$ cat src/rtl/i2sb_pkg.sv
package i2sb_pkg;

  // Slot position that carries the first (sign) bit of the word.
  function automatic bit is_sign_pos(input int unsigned pos);
    return pos == 1;
  endfunction

  // Slot position during which the latch pulse is launched.
  function automatic bit is_latch_pos(input int unsigned pos);
    return pos == 0;
  endfunction

  // Positions whose bits are forwarded with a clock pulse.
  function automatic bit is_word_pos(input int unsigned pos, input int unsigned word_bits);
    return (pos >= 1) && (pos <= word_bits);
  endfunction

endpackage

$ cat src/rtl/i2sb_sync.sv
module i2sb_sync #(
  parameter int STAGES = 2,
  parameter int W      = 3
) (
  input  logic         clk,
  input  logic         rst_n,
  input  logic [W-1:0] d,
  output logic [W-1:0] q
);
  logic [W-1:0] stg [STAGES];

  always_ff @(posedge clk) begin
    if (!rst_n) stg[0] <= '0;
    else        stg[0] <= d;
  end

  for (genvar s = 1; s < STAGES; s++) begin : g_stage
    always_ff @(posedge clk) begin
      if (!rst_n) stg[s] <= '0;
      else        stg[s] <= stg[s-1];
    end
  end

  assign q = stg[STAGES-1];
endmodule

$ cat src/rtl/i2sb_slot_counter.sv
module i2sb_slot_counter #(
  parameter int CNT_W = 5
) (
  input  logic             clk,
  input  logic             rst_n,
  input  logic             rise,
  input  logic             ws,
  output logic [CNT_W-1:0] pos,
  output logic [CNT_W-1:0] pos_nxt,
  output logic             ws_q,
  output logic             armed
);
  logic ws_change;

  assign ws_change = ws != ws_q;
  assign pos_nxt   = ws_change ? '0 : pos + 1'b1;

  always_ff @(posedge clk) begin
    if (!rst_n) begin
      pos   <= '0;
      ws_q  <= 1'b0;
      armed <= 1'b0;
    end else if (rise) begin
      pos  <= pos_nxt;
      ws_q <= ws;
      if (ws_change && !ws) armed <= 1'b1;
    end
  end
endmodule

$ cat src/rtl/i2sb_delay.sv
module i2sb_delay #(
  parameter int DEPTH = 32
) (
  input  logic clk,
  input  logic rst_n,
  input  logic shift,
  input  logic din,
  output logic dout
);
  logic [DEPTH-1:0] sr;

  always_ff @(posedge clk) begin
    if (!rst_n)     sr <= '0;
    else if (shift) sr <= {sr[DEPTH-2:0], din};
  end

  assign dout = sr[DEPTH-1];
endmodule

$ cat src/rtl/i2sb_burst_formatter.sv
module i2sb_burst_formatter
  import i2sb_pkg::*;
#(
  parameter int   WORD_BITS   = 16,
  parameter int   SLOT_BITS   = 32,
  parameter int   SYNC_STAGES = 2,
  parameter logic RIGHT_WS    = 1'b1
) (
  input  logic clk,
  input  logic rst_n,
  input  logic i2s_bck,
  input  logic i2s_ws,
  input  logic i2s_sd,
  output logic dac_bck,
  output logic dac_le,
  output logic dac_data_l,
  output logic dac_data_r
);
  localparam int CNT_W = $clog2(SLOT_BITS);

  logic             bck_s, ws_s, sd_s, bck_d;
  logic             bck_rise, bck_fall, launch;
  logic [CNT_W-1:0] pos, pos_nxt;
  logic             ws_q, armed;
  logic             sign_here, conv_bit, dly_out;
  logic             left_bit, right_bit;
  logic             in_right, burst_go, latch_go;
  logic             burst_en;

  i2sb_sync #(.STAGES(SYNC_STAGES), .W(3)) u_sync (
    .clk(clk), .rst_n(rst_n),
    .d({i2s_bck, i2s_ws, i2s_sd}),
    .q({bck_s, ws_s, sd_s})
  );

  assign bck_rise = bck_s & ~bck_d;
  assign bck_fall = ~bck_s & bck_d;

  i2sb_slot_counter #(.CNT_W(CNT_W)) u_cnt (
    .clk(clk), .rst_n(rst_n), .rise(bck_rise), .ws(ws_s),
    .pos(pos), .pos_nxt(pos_nxt), .ws_q(ws_q), .armed(armed)
  );

  assign sign_here = is_sign_pos(int'(pos_nxt));
  assign conv_bit  = sd_s ^ sign_here;

  i2sb_delay #(.DEPTH(SLOT_BITS)) u_left_dly (
    .clk(clk), .rst_n(rst_n), .shift(bck_rise), .din(conv_bit), .dout(dly_out)
  );

  assign in_right = armed && (ws_q == RIGHT_WS);
  assign burst_go = in_right && is_word_pos(int'(pos), WORD_BITS);
  assign latch_go = in_right && is_latch_pos(int'(pos));

  always_ff @(posedge clk) begin
    if (!rst_n) begin
      bck_d     <= 1'b0;
      launch    <= 1'b0;
      left_bit  <= 1'b0;
      right_bit <= 1'b0;
      burst_en  <= 1'b0;
      dac_le    <= 1'b0;
      dac_data_l <= 1'b0;
      dac_data_r <= 1'b0;
      dac_bck   <= 1'b0;
    end else begin
      bck_d   <= bck_s;
      launch  <= bck_fall;
      dac_bck <= burst_en & bck_s;
      if (bck_rise) begin
        right_bit <= conv_bit;
        left_bit  <= dly_out;
      end
      if (launch) begin
        burst_en   <= burst_go;
        dac_le     <= latch_go;
        dac_data_l <= burst_go & left_bit;
        dac_data_r <= burst_go & right_bit;
      end
    end
  end
endmodule

$ cat config.mk
export PLATFORM = sky130hd
export DESIGN_NAME = i2sb_burst_formatter
export DESIGN_NICKNAME = d
export VERILOG_FILES = /design/src/rtl/i2sb_pkg.sv /design/src/rtl/i2sb_sync.sv /design/src/rtl/i2sb_slot_counter.sv /design/src/rtl/i2sb_delay.sv /design/src/rtl/i2sb_burst_formatter.sv
export SDC_FILE = /design/constraint.sdc
export NUM_CORES = 1
export LEC_CHECK = 0
export BUFFER_PORTS_ARGS = -buffer_cell sky130_fd_sc_hd__buf_2
export CAP_MARGIN = 40
export CORE_ASPECT_RATIO = 0.5
export CORE_UTILIZATION = 55
export CTS_CLUSTER_DIAMETER = 60
export DETAILED_ROUTE_END_ITERATION = 10
export PLACE_DENSITY = 0.72
export SYNTH_ARGS = -nofsm -noshare
export SYNTH_HDL_FRONTEND = slang
export SYNTH_SLANG_ARGS = --single-unit
$ cat constraint.sdc
create_clock -name clk -period 2.9 [get_ports clk]
set_input_delay 0.58 -clock clk [delete_from_list [all_inputs] [get_ports clk]]
set_output_delay 0.58 -clock clk [all_outputs]
set_load 0.01 [all_outputs]
== Word-level counts from Yosys, hierarchy flattened ==
Memory sizes are Yosys's and may differ from the RTL's.
Index checks and enable logic that the tools add are counted.

* $add $sub $neg: 1
* Magnitude comparators: 2
* Equality and inequality tests: 2
* Multiplexer cells: 5
* Bitwise gates (word level): 10
* Reductions and logical operators: 8

{| class="wikitable"
|+ Operator list
! operator !! number
|-
| 2-to-1 mux 3 bit || 2
|-
| adder 5 x 1 -> 5 bit, second input constant || 1
|-
| bitwise AND 1 bit || 5
|-
| equality test 5 x 1 -> 1 bit, second input constant || 1
|-
| greater-or-equal comparator 5 x 1 -> 1 bit, second input constant || 1
|-
| <= comparator 5 bit, second input constant || 1
|-
| logical AND 1 bit || 5
|-
| zero test 5 bit || 1
|-
| 2-to-1 mux 5 bit || 1
|-
| 2-to-1 mux 1 bit || 2
|-
| NOT 1 bit || 2
|-
| bitwise OR 1 bit || 2
|-
| AND reduction 2 bit || 1
|-
| zero test 1 bit || 1
|-
| != test 1 bit || 1
|-
| bitwise XOR 1 bit || 1
|}

* Flip-flop bits (word level): 48
* Memory bits (writable): 6
* Input bits: 5
* Output and inout bits: 4
* Memories: 1

{| class="wikitable"
|+ Memory list
! memory !! words !! width !! read ports !! clocked after memory_dff !! write ports !! RTL line !! text
|-
| u_sync.stg || 2 || 3 || 2 || 0 || 2 || i2sb_sync.sv:10 || <nowiki>logic [W-1:0] stg [STAGES];</nowiki>
|}

== Longest topological paths before layout ==
Gate-level depths: netlist (run 1).

* Depth after elaboration: 4
* Depth in mapped cells: 6

== Cells and area by module ==
Synthesis (run 1) repeated with hierarchy kept, for this count alone.

* Cell total of the unflattened synthesis: 193
* Area, all modules: 2158.3 um2

{| class="wikitable"
|+ By module, submodules not included
! module !! times used !! cells an instance !! area an instance (um2) !! sequential area each (um2)
|-
| i2sb_delay || 1 || 103 || 1243.7 || 640.6
|-
| i2sb_slot_counter || 1 || 42 || 387.9 || 140.1
|-
| i2sb_burst_formatter || 1 || 36 || 369.1 || 180.2
|-
| i2sb_sync || 1 || 12 || 157.7 || 120.1
|}

== Worst setup path before layout (run 1) ==
Ideal clock, no wire load.

* Path type: flip-flop to flip-flop
* Start: register u_cnt.pos[0]
* End: register u_left_dly.sr[0]
* Data arrival time: 1.515 ns
* Data required time: 2.826 ns
* Slack: 1.310 ns
* Stages on the path, launching flop included: 6
* Path buffers: 0
* Clock period less this slack: 1.590 ns
* Path through: dfxtp_1 ha_1 nand3_1 xnor2_1 or4_1 a31oi_1

* Longest elaborated chain between the ends: 4

{| class="wikitable"
|+ RTL lines
! what !! RTL line !! text
|-
| from (decl) || i2sb_slot_counter.sv:8 || <nowiki>output logic [CNT_W-1:0] pos,</nowiki>
|-
| from (signal assigned) || i2sb_slot_counter.sv:24 || <nowiki>pos <= pos_nxt;</nowiki>
|-
| adder 5 x 1 -> 5 bit || i2sb_slot_counter.sv:16 || <nowiki>assign pos_nxt = ws_change ? '0 : pos + 1'b1;</nowiki>
|-
| 2-to-1 mux 5 bit || i2sb_slot_counter.sv:16 ||
|-
| equality test 5 x 1 -> 1 bit || i2sb_pkg.sv:5 || <nowiki>return pos == 1;</nowiki>
|-
| bitwise XOR 1 bit || i2sb_burst_formatter.sv:45 || <nowiki>assign conv_bit = sd_s ^ sign_here;</nowiki>
|-
| to (signal assigned) || i2sb_delay.sv:14 || <nowiki>else if (shift) sr <= {sr[DEPTH-2:0], din};</nowiki>
|-
| to (decl) || i2sb_delay.sv:10 || <nowiki>logic [DEPTH-1:0] sr;</nowiki>
|}

No other way between the ends.
A chain may end at the register's enable or synchronous reset.

== Final worst setup path (run 1) ==
Same ends and word-level chain as after synthesis.

==> results of run 1 <==
==> Yosys cell counts <==
library cell / n / share of area (%)
a31oi_1: 1 / 0.30
a21boi_0: 36 / 13
nor2b_1: 7 / 2.1
nand3_1: 3 / 0.73
o31ai_1: 1 / 0.37
a22oi_1: 2 / 0.73
inv_1: 5 / 0.91
o21ai_0: 3 / 0.73
and2_1: 10 / 3.0
nand4_1: 1 / 0.30
clkbuf_8: 1 / 0.67
a21oi_1: 1 / 0.24
dfxtp_1: 53 / 52
nand4b_1: 1 / 0.43
nor3_1: 2 / 0.49
nand2b_1: 1 / 0.30
ha_1: 4 / 2.4
nor2_1: 1 / 0.18
a31o_2: 1 / 0.43
or4_1: 1 / 0.37
or3b_1: 1 / 0.43
mux2i_1: 1 / 0.49
buf_6: 1 / 0.55
nand2_1: 73 / 13
clkbuf_2: 1 / 0.24
clkbuf_1: 6 / 1.1
or2b_2: 1 / 0.43
a32oi_1: 3 / 1.3
xnor2_1: 2 / 0.85
and3_1: 2 / 0.61
buf_2: 3 / 0.73
buf_1: 2 / 0.37
==> final timing paths <==
path                     from          endpoint  slack [ns]  cells past startpoint
max              u_cnt.pos[0]  u_left_dly.sr[0]        1.16                      5
min          u_sync.stg[0][1]  u_sync.stg[1][1]        0.44                      1
min reg2reg  u_sync.stg[0][1]  u_sync.stg[1][1]        0.44                      1
max reg2reg      u_cnt.pos[0]  u_left_dly.sr[0]        1.16                      5
==> power by group through the flow <==
| stage | sequential, W | clock, W | combinational [W] |
|---|---|---|---|
| floorplan | 0.000753 | 0 | 0.0000419 |
| global placement | 0.000755 | 0 | 0.0000506 |
| detailed placement | 0.000755 | 0 | 0.0000514 |
| CTS | 0.000738 | 0.000527 | 0.0000515 |
| global route | 0.000739 | 0.000553 | 0.0000577 |
| finish | 0.000738 | 0.000518 | 0.0000512 |
==> area by class of cell <==
type | count | area (µm²) | share of cell area (%)
clock buffer | 7 | 86.3 | 3.88
inverter | 5 | 18.8 | 0.844
clock inverter | 1 | 30.0 | 1.35
timing repair buffer | 11 | 62.6 | 2.81
sequential | 53 | 1060 | 47.7
tap | 51 | 63.8 | 2.87
multi-input combinational | 159 | 902 | 40.6
==> logic make-up (layout without fill, tap and decap cells) <==
group,count (synthesis),in the layout
DFF,53,53
buffers and inverters,19,24
and+or+nand+nor,104,104
adders and majority gates,4,4
muxes,1,1
AOI/OAI and AO/OA,48,48
xor gates and xnor gates,2,2
==> layer usage <==
metal | global-route usage, % | vias up | part of all wire [%]
met1 | 23.1 | 659 | 54
met4 | 10.6 | 0 | 1.7
li1 | - | 764 | -
met5 | 0 | - | 0
met3 | 6.03 | 6 | 2.4
met2 | 30.6 | 10 | 42
==> worst reg2reg max path, cell delays in order (launching register included) <==
cell,delay (ns)
dfxtp_1,0.44
ha_1,0.27
nand3_1,0.12
xnor2_1,0.18
or4_1,0.51
a31oi_1,0.16
==> sequential cells by signal, indices dropped and copies added, names as in the netlist <==
| signal | flops |
|---|---|
| u_left_dly.sr | 32 |
| u_sync.stg | 6 |
| u_cnt.pos | 5 |
| bck_d | 1 |
| burst_en | 1 |
| dac_bck | 1 |
| dac_data_l | 1 |
| dac_data_r | 1 |
| dac_le | 1 |
| launch | 1 |
| left_bit | 1 |
| u_cnt.armed | 1 |
| u_cnt.ws_q | 1 |
==> through the flow <==
stage	cells	instance area, µm²	util, %
floorplan	231	2050	-
global placement	279	2110	60.1
detailed placement	279	2110	60.1
CTS	287	2220	63.4
global route	287	2220	63.4
finish	287	2220	63.4
==> impl_metrics.yaml, run 1 <==
critical_path:
  slowest_stage: "or4_1"
  critPathMaxFanout: 7
  timing.critical_path.buf_inv: 0
  endpoint_kind: "flop"
  start_kind: "flop"
  cpPeakStageDelay_ns: 0.51
  worstPathCellList: "ha_1 > nand3_1 > xnor2_1 > or4_1 > a31oi_1"
  critical_path_class: "reg -> reg"
  worstPathRequired_ns: 3.14
  cp.arrival_ns: 1.98
  critPathTopFamily: "simple AND/OR/NAND/NOR gates"
die:
  die_height_um: 45.2
  ios: 9
  core_area_um2: 3510
  fp.dieArea_um2: 4000
  rows: 15
  die_w_um: 88.4
  start_util_pct: 58.5
place:
  place_ws_ns: 1.19
  io_buffer_count: 8
  dp_hpwl_um: 2100
  gp_congestion: 0.791
detailed_routing:
  drt_iter0_drc: 69
  totalWireLength_um: 3300
  first_pass_iters: 4
  num_vias: 1439
  via_per_inst: 5.01
  drtAntennaViolNets: 0
  routedWlPerCell_um: 11.5
  drc: 0
power:
  pwr-share-seq_pct: 56.4
  peakVddDrop_v: 0.000247
  p_int_w: 0.00104
  power_switching_share_pct: 20.7
  power_density_nw_per_um2: 587
  p_comb_share_pct: 3.9
  p_total_w: 0.00131
  p_clk_share_pct: 39.6
  p_leak_nw: 0.793
  netSwitchingPower_w: 0.000271
global_route:
  gr-usage-all-layers_pct: 19.0
  grt_start_max_net_pins: 54
  antenna_found_initial: 0
  grt-ovfl-total: 0
  grt_pass1_wl_um: 5530
  grt_pass1_vias: 1281
clock_network:
  postCtsSetupRepairBufs: 0
  cts_root_buffer: "clkbuf_8"
  cts_buffer_depth: 2
  clkSinkCount: 53
  htree_levels: 2
  clk_latency_ns: 0.31
  ctsResizeCount: 0
  cts_tree: "built"
  cts_made_buffers: 5
  path_clk_slew_ns: 0.09
  cts_hold_buf: 0
synthesis:
  synth_simple_gate_area_share_pct: 22.8
  ys_types: 32
  yosysSeqAreaShare_pct: 51.6
  synth_area_um2: 2050
  synthXorXnorAreaFrac_pct: 0.853
  synth_mux_area_share_pct: 0.487
  synth_adder_area_share_pct: 2.44
  synth_cells: 231
  synth_top_family_by_area: "simple AND/OR/NAND/NOR gates"
  synth-seq-cells: 53
  avgSynthCellArea_um2: 8.89
  ys_warn_count: 0
  synth-compound-area-share_pct: 17.2
  synthesis.nets: 240
final_layout:
  drive_gt1_share_pct: 8.90
  mostFrequentLayoutCell: "nand2_1"
  nets: 244
  syn_to_final_growth_pct: 8.28
  final_cell_mix: "nand2_1, dfxtp_1, a21boi_0"
  n_antenna_cell: 0
  fillers: 298
sta:
  final.period_utilization_pct: 60.0
  finalSetupViolCount: 0
  slew_viol_final: 0
  setup_slack_ns: 1.16
  worstMarginPinSlew_ns: 0.671
  rsz0062_at_grt: "no"
  skew_ns: 0.00403
  hold_slack_ns: 0.442
  fmax_mhz: 574
  relSlewSlack_pct: 55.3
  fin_setup_tns_ns: 0
  layout_min_cycle_time_ns: 1.74
  hold_viol_final: 0
run:
  maxCapViolations: 0
worst_hold_path:
  hp-class: "reg -> reg"
outcome:
  status: "completed"
(Power assumes the default switching activity.)
==> run 2, diff against run 1 <==
CORE_UTILIZATION = 53   (was 55)
PLACE_DENSITY = 0.73   (was 0.72)
clock period = 1.5 ns   (was 2.9 ns; I/O delays follow)
==> impl_metrics.yaml, run 2 (synthesis gave the netlist of run 1 again) <==
clock_network:
  cts_made_buffers: 5
  cts_tree: "built"
  path_clk_slew_ns: 0.10
  cts_hold_buf: 0
  cts_buffer_depth: 2
  clkSinkCount: 53
  cts_root_buffer: "clkbuf_8"
  htree_levels: 2
  clk_latency_ns: 0.31
sta:
  finalSetupViolCount: 0
  rsz0062_at_grt: "yes"
  skew_ns: 0.0104
  final.period_utilization_pct: 99.1
  layout_min_cycle_time_ns: 1.49
  hold_viol_final: 0
  slew_viol_final: 0
  fmax_mhz: 672
  fin_setup_tns_ns: 0
  setup_slack_ns: 0.0129
  worstMarginPinSlew_ns: 0.383
  relSlewSlack_pct: 74.5
critical_path:
  start_kind: "flop"
  cp.arrival_ns: 1.73
  timing.critical_path.buf_inv: 1
  critPathMaxFanout: 5
  slowest_stage: "or4_1"
  cp-startpoint: "u_sync.stg[1][1]"
  cpPeakStageDelay_ns: 0.39
  critPathTopFamily: "simple AND/OR/NAND/NOR gates"
  regToRegStartpoint: "u_sync.stg[1][1]"
  worstPathRequired_ns: 1.74
  endpoint_kind: "flop"
  critical_path_class: "reg -> reg"
  worstPathCellList: "inv_1 > ha_4 > or2b_2 > mux2i_4 > or4_1 > a31oi_1"
final_layout:
  nets: 254
  regMostFlops: "u_left_dly.sr"
  stdcell_count: 297
  n_antenna_cell: 0
  mostFrequentLayoutCell: "nand2_1"
  top_regs: "u_left_dly.sr: 32 flops, u_sync.stg: 6 flops, u_cnt.pos: 5 flops"
  final_cell_mix: "nand2_1, dfxtp_1, a21boi_0"
  largest_reg_flops: 32
  syn_to_final_growth_pct: 16.4
  drive_gt1_share_pct: 18.7
place:
  gp_congestion: 0.861
  io_buffer_count: 8
  placed_cells: 287
  place_ws_ns: -0.0333
  dp_hpwl_um: 2430
detailed_routing:
  via_per_inst: 5.06
  drc: 0
  routedWlPerCell_um: 12.4
  first_pass_iters: 4
  num_vias: 1504
  drt_iter0_drc: 56
  drtAntennaViolNets: 0
  totalWireLength_um: 3680
power:
  peakVddDrop_v: 0.000579
  power_density_nw_per_um2: 1060
  p_leak_nw: 0.840
global_route:
  gr-usage-all-layers_pct: 19.5
  grt_start_max_net_pins: 33
  grt_pass1_wl_um: 6130
  antenna_found_initial: 0
  grt-ovfl-total: 0
  grt_pass1_vias: 1343
die:
  start_util_pct: 57.6
  ios: 9
  core_area_um2: 3570
  rows: 15
  die_height_um: 46.0
  die_w_um: 90.1
  fp.dieArea_um2: 4140
run:
  maxCapViolations: 0
outcome:
  status: "completed"
worst_hold_path:
  hp-class: "in -> reg"
  hold_path_startpoint: "i2s_sd"
run 2: changes by cell type in the layout (fill, tap and decap cells not counted), moves of 2 or more:
cell | previous run | this run
buf_4 | 3 | 12
dfxtp_1 | 53 | 48
dfxtp_2 | 0 | 3
dfxtp_4 | 0 | 2
ha_1 | 4 | 1
ha_4 | 0 | 3
inv_1 | 5 | 3
inv_2 | 0 | 2
run 2: metrics by stage:
| stage | utilization, % | hold slack [ns] | instance area [µm²] | total power (W) |
|---|---|---|---|---|
| floorplan | - | 0.406 | 2070 | 0.00154 |
| global placement | 61.6 | 0.419 | 2200 | 0.00158 |
| detailed placement | 61.6 | 0.437 | 2200 | 0.00158 |
| CTS | 66.2 | 0.186 | 2360 | 0.00255 |
| global route | 67.1 | 0.205 | 2390 | 0.00262 |
| finish | 67.1 | 0.197 | 2390 | 0.00253 |
run 2: path summary, 6_finish.rpt:
path | end | slack, ns | cells past startpoint
hold / removal | u_sync.stg[0][0] | 0.20 | 2
hold reg to reg | u_sync.stg[1][1] | 0.45 | 1
setup reg to reg | u_left_dly.sr[0] | 0.01 | 6
setup / recovery | u_left_dly.sr[0] | 0.01 | 6
run 2: report_power, final:
group / total (W) / switching, W / internal, W
combinational: 0.000131 / 0.0000682 / 0.0000625
sequential: 0.00143 / 0.00000923 / 0.00142
clock: 0.000976 / 0.000477 / 0.000500
run 2: layout make-up:
cell class	instances	area (µm²)
well taps	51	63.8
clock inverters	3	46.3
inverters	5	18.8
repair buffers	21	150
clock buffers	5	68.8
multi-input cells	159	972
flip-flops and latches	53	1070
fillers	314	1170
run 2: repair_timing:
| action | CTS | global route |
|---|---|---|
| pin swaps | 2 | 5 |
| endpoints found under the setup margin | 5 | 5 |
| setup buffers | 1 | 1 |
| gates resized for setup | 9 | 6 |
run 2: metal layers:
| layer | track usage, % | vias up | wire length, µm |
|---|---|---|---|
| li1 | - | 784 | - |
| met1 | 24.2 | 696 | 1880 |
| met2 | 32.7 | 16 | 1650 |
| met3 | 5.00 | 8 | 91 |
| met4 | 10.3 | 0 | 65 |
| met5 | 0 | - | 0 |
==> run 3, diff against run 2 <==
CORE_UTILIZATION = 51   (was 53)
PLACE_DENSITY = 0.71   (was 0.73)
REMOVE_ABC_BUFFERS = 1   (was not set)
==> impl_metrics.yaml, run 3 (synthesis gave the netlist of run 1 again) <==
outcome:
  status: "finished with violations"
  violations: "setup timing"
sta:
  finalSetupViolCount: 2
  fmax_mhz: 647
  layout_min_cycle_time_ns: 1.55
  hold_viol_final: 0
  setup_slack_ns: -0.0457
  final.period_utilization_pct: 103
  skew_ns: 0.00408
  worstMarginPinSlew_ns: 0.294
  slew_viol_final: 0
  relSlewSlack_pct: 80.3
  rsz0062_at_grt: "yes"
  fin_setup_tns_ns: -0.0568
final_layout:
  syn_to_final_growth_pct: 16.8
  drive_gt1_share_pct: 20.4
  regMostFlops: "u_left_dly.sr"
  mostFrequentLayoutCell: "nand2_1"
  fin_util_pct: 65.9
  final_cell_mix: "nand2_1, dfxtp_1, a21boi_0"
  nets: 259
  n_antenna_cell: 0
  top_regs: "u_left_dly.sr: 32 flops, u_sync.stg: 6 flops, u_cnt.pos: 5 flops"
  largest_reg_flops: 32
global_route:
  grt_pass1_vias: 1326
  grt-ovfl-total: 0
  grt_pass1_wl_um: 5930
  met2_usage_pct: 30.5
  grtUsageMet1_pct: 22.5
  gr-usage-all-layers_pct: 18.2
  grt_util_met3_pct: 5.34
  antenna_found_initial: 0
  grt_start_max_net_pins: 42
  busiest_layer: "met2"
clock_network:
  clkSinkCount: 53
  cts_root_buffer: "clkbuf_8"
  htree_levels: 2
  cts_tree: "built"
  cts_made_buffers: 5
  cts_buffer_depth: 2
  path_clk_slew_ns: 0.09
  clk_latency_ns: 0.30
detailed_routing:
  drtAntennaViolNets: 0
  totalWireLength_um: 3530
  first_pass_iters: 4
  routedWlPerCell_um: 11.7
  num_vias: 1516
  via_per_inst: 5.04
  drc: 0
  drt_iter0_drc: 75
die:
  core_area_um2: 3640
  die_w_um: 91.8
  fp.dieArea_um2: 4300
  ios: 9
  die_height_um: 46.9
  start_util_pct: 56.4
  rows: 15
place:
  io_buffer_count: 8
  gp_congestion: 0.802
  dp_hpwl_um: 2130
  place_ws_ns: -0.114
power:
  p_leak_nw: 0.851
  p_total_w: 0.00236
  power_density_nw_per_um2: 985
  peakVddDrop_v: 0.000422
critical_path:
  endpoint_kind: "flop"
  cp.arrival_ns: 1.74
  critical_path_class: "reg -> reg"
  start_kind: "flop"
  critPathMaxFanout: 3
  worstPathRequired_ns: 1.69
worst_hold_path:
  hp-class: "in -> reg"
run:
  maxCapViolations: 0
[run 3: cell types whose count changed in the layout (fill, tap and decap cells not counted), sizes merged]
cell	before	now
bufinv	1	0
buf	21	26
clkbuf	5	6
clkinv	1	0
[run 3: metrics by stage]
| step | hold slack (ns) | instances | instance area (µm²) |
|---|---|---|---|
| finish | 0.199 | 301 | 2400 |
| global route | 0.194 | 301 | 2400 |
| CTS | 0.191 | 301 | 2370 |
| detailed placement | 0.423 | 291 | 2210 |
| global placement | 0.414 | 291 | 2210 |
| floorplan | 0.406 | 217 | 1980 |
[run 3: layout make-up]
type / count / area, µm²
tap: 51 / 63.8
timing repair buffer: 26 / 188
sequential: 53 / 1070
clock inverter: 1 / 7.51
inverter: 5 / 21.3
clock buffer: 6 / 82.6
fill: 299 / 1240
multi-input combinational: 159 / 966
[run 3: path summary, 6_finish.rpt]
path                                        from               end  slack (ns)  cells after the start
worst max register to register      u_cnt.pos[1]  u_left_dly.sr[0]       -0.05                      8
worst min-delay path                     i2s_bck  u_sync.stg[0][2]        0.20                      2
worst min register to register  u_sync.stg[0][2]  u_sync.stg[1][2]        0.44                      1
worst max-delay path                u_cnt.pos[1]  u_left_dly.sr[0]       -0.05                      8
[run 3: routing by layer]
layer  part of all wire [%]  up-vias
met3                    3.0        7
met2                     44       24
met1                     51      689
met5                      0        -
li1                       -      796
met4                    1.2        0
[run 3: worst max-delay path: stages (launching register included)]
cell and delay [ns]:
dfxtp_4 0.38, inv_4 0.04, ha_4 0.23, inv_2 0.04, nand4_1 0.13, buf_4 0.16
buf_4 0.12, o31ai_2 0.21, a31oi_1 0.10
[run 3: timing repair]
item / CTS / global route
endpoints found under the hold margin: 0 / 0
endpoints found under the setup margin: 6 / 5
pin swaps: 4 / 3
resized for setup: 11 / 8
hold buffers: 0 / 0
setup buffers: 3 / 0
[run 3: report_power, final]
group          internal (W)  leakage, nW  switching [W]
sequential          0.00142        0.431     0.00000902
clock              0.000365       0.0433       0.000436
combinational     0.0000688        0.377      0.0000691
total               0.00185        0.851       0.000514
